$ cat src/rtl/adc_host_pkg.sv
package adc_host_pkg;

    typedef struct packed {
        logic ce;
        logic cs_n;
        logic rc;
        logic a0;
        logic wide;
    } host_ctl_t;

    localparam host_ctl_t CTL_IDLE = '{ce: 1'b0, cs_n: 1'b1, rc: 1'b1, a0: 1'b0, wide: 1'b1};

    typedef enum logic [1:0] {
        LANE_OFF  = 2'd0,
        LANE_WORD = 2'd1,
        LANE_HI   = 2'd2,
        LANE_LO   = 2'd3
    } lane_e;

    function automatic logic convert_req(host_ctl_t c);
        return c.ce & ~c.cs_n & ~c.rc;
    endfunction

    function automatic logic read_req(host_ctl_t c);
        return c.ce & ~c.cs_n & c.rc;
    endfunction

    function automatic lane_e pick_lane(host_ctl_t c, logic quiet);
        lane_e l;
        if (!read_req(c) || quiet) l = LANE_OFF;
        else if (c.wide)           l = LANE_WORD;
        else if (c.a0)             l = LANE_LO;
        else                       l = LANE_HI;
        return l;
    endfunction

endpackage

$ cat src/rtl/adc_host_sync.sv
module adc_host_sync #(
    parameter int unsigned     WIDTH   = 5,
    parameter int unsigned     STAGES  = 2,
    parameter logic [WIDTH-1:0] RST_VAL = '0
) (
    input  logic             clk,
    input  logic             rst,
    input  logic [WIDTH-1:0] d_i,
    output logic [WIDTH-1:0] q_o
);
    logic [WIDTH-1:0] chain [STAGES];

    always_ff @(posedge clk) begin
        if (rst) begin
            for (int s = 0; s < STAGES; s++) chain[s] <= RST_VAL;
        end else begin
            chain[0] <= d_i;
            for (int s = 1; s < STAGES; s++) chain[s] <= chain[s-1];
        end
    end

    assign q_o = chain[STAGES-1];
endmodule

$ cat src/rtl/adc_host_start.sv
module adc_host_start (
    input  logic clk,
    input  logic rst,
    input  logic conv_req_i,
    input  logic len_sel_i,
    input  logic busy_i,
    output logic start_o,
    output logic short_o,
    output logic quiet_o
);
    logic req_q;
    logic pending_q;
    logic fire;

    // rising edge of the combined condition; swallowed while a conversion runs
    assign fire = conv_req_i & ~req_q & ~busy_i & ~pending_q;

    always_ff @(posedge clk) begin
        if (rst) begin
            req_q     <= 1'b0;
            pending_q <= 1'b0;
            start_o   <= 1'b0;
            short_o   <= 1'b0;
        end else begin
            req_q   <= conv_req_i;
            start_o <= fire;
            if (fire) begin
                short_o   <= len_sel_i;
                pending_q <= 1'b1;
            end else if (busy_i) begin
                pending_q <= 1'b0;
            end
        end
    end

    // covers the gap between the start pulse and the sequencer raising busy
    assign quiet_o = busy_i | pending_q;
endmodule

$ cat src/rtl/adc_host_read.sv
module adc_host_read
    import adc_host_pkg::*;
#(
    parameter int unsigned RES_W  = 12,
    parameter int unsigned LANE_W = 8
) (
    input  logic              clk,
    input  logic              rst,
    input  host_ctl_t         ctl_i,
    input  logic              quiet_i,
    input  logic [RES_W-1:0]  result_i,
    output logic              word_oe_o,
    output logic              hi_oe_o,
    output logic              lo_oe_o,
    output logic [RES_W-1:0]  data_o,
    output logic [LANE_W-1:0] byte_o
);
    localparam int unsigned LO_BITS = RES_W - LANE_W;
    localparam int unsigned PAD     = LANE_W - LO_BITS;

    lane_e             lane_d, lane_q;
    logic [LANE_W-1:0] hi_byte, lo_byte, byte_d;

    assign hi_byte = result_i[RES_W-1 -: LANE_W];

    if (PAD > 0) begin : g_pad
        assign lo_byte = {result_i[LO_BITS-1:0], {PAD{1'b0}}};
    end else begin : g_nopad
        assign lo_byte = result_i[LANE_W-1:0];
    end

    assign lane_d = pick_lane(ctl_i, quiet_i);

    always_comb begin
        unique case (lane_d)
            LANE_HI: byte_d = hi_byte;
            LANE_LO: byte_d = lo_byte;
            default: byte_d = '0;
        endcase
    end

    always_ff @(posedge clk) begin
        if (rst) begin
            lane_q <= LANE_OFF;
            data_o <= '0;
            byte_o <= '0;
        end else begin
            lane_q <= lane_d;
            data_o <= (lane_d == LANE_WORD) ? result_i : '0;
            byte_o <= byte_d;
        end
    end

    assign word_oe_o = (lane_q == LANE_WORD);
    assign hi_oe_o   = (lane_q == LANE_HI);
    assign lo_oe_o   = (lane_q == LANE_LO);
endmodule

$ cat src/rtl/adc_host_ctrl.sv
module adc_host_ctrl
    import adc_host_pkg::*;
#(
    parameter int unsigned RES_W       = 12,
    parameter int unsigned LANE_W      = 8,
    parameter int unsigned SYNC_STAGES = 2
) (
    input  logic              clk,
    input  logic              rst,
    input  logic              chip_en_i,
    input  logic              chip_sel_n_i,
    input  logic              rd_cnv_i,
    input  logic              addr_short_i,
    input  logic              wide_i,
    input  logic              busy_i,
    input  logic [RES_W-1:0]  result_i,
    output logic              start_o,
    output logic              short_cyc_o,
    output logic              word_oe_o,
    output logic              hi_oe_o,
    output logic              lo_oe_o,
    output logic [RES_W-1:0]  data_o,
    output logic [LANE_W-1:0] byte_o
);
    localparam int unsigned CTL_W = $bits(host_ctl_t);

    host_ctl_t ctl_raw, ctl_s;
    logic      quiet;

    assign ctl_raw = '{ce: chip_en_i, cs_n: chip_sel_n_i, rc: rd_cnv_i,
                       a0: addr_short_i, wide: wide_i};

    adc_host_sync #(
        .WIDTH  (CTL_W),
        .STAGES (SYNC_STAGES),
        .RST_VAL(CTL_IDLE)
    ) u_sync (
        .clk(clk),
        .rst(rst),
        .d_i(ctl_raw),
        .q_o(ctl_s)
    );

    adc_host_start u_start (
        .clk       (clk),
        .rst       (rst),
        .conv_req_i(convert_req(ctl_s)),
        .len_sel_i (ctl_s.a0),
        .busy_i    (busy_i),
        .start_o   (start_o),
        .short_o   (short_cyc_o),
        .quiet_o   (quiet)
    );

    adc_host_read #(
        .RES_W (RES_W),
        .LANE_W(LANE_W)
    ) u_read (
        .clk      (clk),
        .rst      (rst),
        .ctl_i    (ctl_s),
        .quiet_i  (quiet),
        .result_i (result_i),
        .word_oe_o(word_oe_o),
        .hi_oe_o  (hi_oe_o),
        .lo_oe_o  (lo_oe_o),
        .data_o   (data_o),
        .byte_o   (byte_o)
    );
endmodule

$ cat config.mk
export PLATFORM = sky130hd
export DESIGN_NAME = adc_host_ctrl
export DESIGN_NICKNAME = d
export VERILOG_FILES = /design/src/rtl/adc_host_pkg.sv /design/src/rtl/adc_host_sync.sv /design/src/rtl/adc_host_start.sv /design/src/rtl/adc_host_read.sv /design/src/rtl/adc_host_ctrl.sv
export SDC_FILE = /design/constraint.sdc
export NUM_CORES = 1
export LEC_CHECK = 0
export ABC_CLOCK_PERIOD_IN_PS = 1300
export BUFFER_PORTS_ARGS = -buffer_cell sky130_fd_sc_hd__buf_2
export CAP_MARGIN = 10
export CORE_ASPECT_RATIO = 0.8
export CORE_UTILIZATION = 44
export CTS_BUF_LIST = sky130_fd_sc_hd__clkbuf_2 sky130_fd_sc_hd__clkbuf_4 sky130_fd_sc_hd__clkbuf_8
export CTS_CLUSTER_DIAMETER = 80
export DETAILED_ROUTE_END_ITERATION = 8
export PLACE_DENSITY = 0.74
export SYNTH_ARGS = -nofsm -noshare
export SYNTH_HDL_FRONTEND = slang
export SYNTH_SLANG_ARGS = --single-unit
$ cat constraint.sdc
create_clock -name clk -period 1.3 [get_ports clk]
set_input_delay 0.065 -clock clk [delete_from_list [all_inputs] [get_ports clk]]
set_output_delay 0.065 -clock clk [all_outputs]
set_load 0.005 [all_outputs]
==> metrics <==
Setup crit end kind=flip-flop; Clock transition at path regs=0.09 ns; gpl congestion=0.700; Non-Filler Instances=188; register bit count reported by yosys=36; fin nets=185; DRT Pass-1 Iters=6; Mapped Cells=94; clock buffer count from CTS=5; detailed placement HPWL=1400 µm; post-route ant nets=0; initial antenna violation count=0; drt total wl=2180 µm; total number of vias=868; wire per inst=11.6 µm; worst skew pair latency=0.33 ns; pwr/cell area=1070 nW/µm²; area share of the largest cell type after synthesis=65.5%; I/O pin count=45; Worst EP arrival=1.66 ns; fin area=1620 µm²; vias in the first global route=782; max cap viols=0; post-synth net total=114; TritonCTS clock tree=done; Buf+Inv Stages, Crit Path=0; share of layout cells above drive strength 1=46.0%; clk_skew=0.00610 ns; core area=2250 µm²; Die X=57.9 µm; IO Port Bufs=44; commonest cells in the netlist=dfxtp_1 (36), and2_1 (17), or2_2 (7); Worst VDD drop=734 µV; Synth area leaders=dfxtp_1 (65%), and2_1 (9.7%), or2_2 (4.0%); worst min path class=input port to flip-flop; Clock Path Buffers=2; fin. max-slew vios=0; Area Growth Syn to Fin=46.8%; cell family with most CP delay=simple AND/OR/NAND/NOR gates; post-route worst setup slack=-0.0947 ns; FMAX=0.717 GHz; crit path cell chain=or4b_4 -> or3_4 -> nor2_2; count leader, synth=dfxtp_1; RSZ-0062 raised after global routing=yes; Tmin final=1.39 ns; cell taking the most area after synthesis=dfxtp_1; Worst Path Max Fanout=5; GRT Util Overall=17.8%; period utilization=107%; Overflow after GRT=0; crit path kind=flip-flop to flip-flop; Crit-path slowest cell=or4b_4; DRC Markers=5; Final Setup Violations=21; syn avg cell area=11.7 µm²; diodes inserted=0; Yosys warning count=0; number of synthesized flops with an enable pin=0; pin count of the biggest net entering global routing=15; Crit path largest cell delay=0.51 ns; number of DRC markers in iteration 0=15; placed insts=165; Max-slew headroom=83.1%; Leak=0.771 nW; first-pass GRT wire length=3270 µm; post-synth cell types=19; final number of hold-violating endpoints=0; failing checks=design-rule violations, negative setup slack; root buffer cell=clkbuf_4; outcome=finished with violations; FFs w/ async S/R, synth=0%; clk sink count=36; Worst-Margin Slew=0.252 ns; Die Y=46.7 µm; die area=2710 µm²; crit start category=flip-flop; H-tree depth=2; Initial Utilization=48.9%; Via density=4.62; Netlist Area Pre-Place=1100 µm²; Cell Area, Placed=1380 µm²; Overall Power=1.73 mW; TNS Setup=-1.08 ns; Post-synth top flop=dfxtp_1; row cnt=15; WP data required=1.57 ns; sequential share of the synthesized area=65.5%
[cell families (layout without fill, tap and decap cells)]
| family | after synthesis | in the layout | share of synthesized area (%) |
|---|---|---|---|
| flops | 36 | 36 | 65.5 |
| simple gates | 43 | 43 | 26.1 |
| compound gates | 4 | 4 | 2.27 |
| buf+inv | 7 | 76 | 2.50 |
| mux | 4 | 4 | 3.64 |
[per-stage QoR]
stage	setup slack, ns	hold WS (ns)	util, %
after detailed placement	-0.136	0.249	61.2
after global routing	-0.152	0.0291	71.8
after CTS	-0.0797	0.0000490	71.0
final	-0.0947	0.0325	71.8
after global placement	-0.0778	0.247	61.2
after floorplan	-0.0551	0.137	-
[path summary, 6_finish.rpt]
path	cells past startpoint	to	slack [ns]	startpoint
worst max-delay path	3	u_read.byte_o[6]	-0.09	u_start.pending_q
worst min-delay path	3	u_start.start_o	0.03	busy_i
worst min register to register	1	u_sync.chain[0][7]	0.41	u_sync.chain[0][2]
worst max register to register	3	u_read.byte_o[6]	-0.09	u_start.pending_q
[flip-flops by register name, summed over array words and instances (netlist names)]
register / count
u_start.pending_q: 1
u_read.data_o: 12
u_sync.chain: 10
u_start.req_q: 1
u_start.start_o: 1
u_read.byte_o: 8
u_start.short_o: 1
u_read.lane_q: 2
[final cells by class]
type,count,area [µm²]
timing repair buffer,67,438
sequential,36,723
tap,25,31.3
inverter,4,15.0
fill,181,636
clock buffer,5,37.5
multi-input combinational,51,372
[routing by layer]
| metal | GRT usage (%) | vias to the layer above | wire, µm | part of all wire [%] |
|---|---|---|---|---|
| met4 | 10.0 | 0 | 53 | 2.4 |
| met1 | 16.7 | 385 | 818 | 37 |
| li1 | - | 439 | - | - |
| met5 | 0 | - | 0 | 0 |
| met2 | 32.0 | 37 | 1130 | 52 |
| met3 | 9.64 | 7 | 182 | 8.3 |
[where the power goes]
group	internal [mW]	switching [mW]
combinational	0.0784	0.0408
clock	0.180	0.311
sequential	1.12	0.00558
[worst register-to-register path: cells and delay by family (launching register included)]
kind	cells	cell delay (ns)
simple gates	3	1.01
flops	1	0.33
[cell usage in the layout (no fill, tap or decap), drive strengths merged, types with 3 or more instances in the layout]
cell type	count
mux2i	4
nor2	4
inv	4
nor2b	6
buf	49
dfxtp	36
or2	7
dlygate4sd3	18
and2	17
nor3	3
clkbuf	5
[repair_timing]
| action | 4_1_cts | 5_1_grt |
|---|---|---|
| pin swaps | 1 | 1 |
| hold buffers | 18 | 0 |
| hold endpoints to repair | 24 | 0 |
| setup buffers | 0 | 0 |
| resized for setup | 1 | 7 |
| endpoints found under the setup margin | 22 | 22 |
No activity file was read; power rests on OpenSTA's default activity.
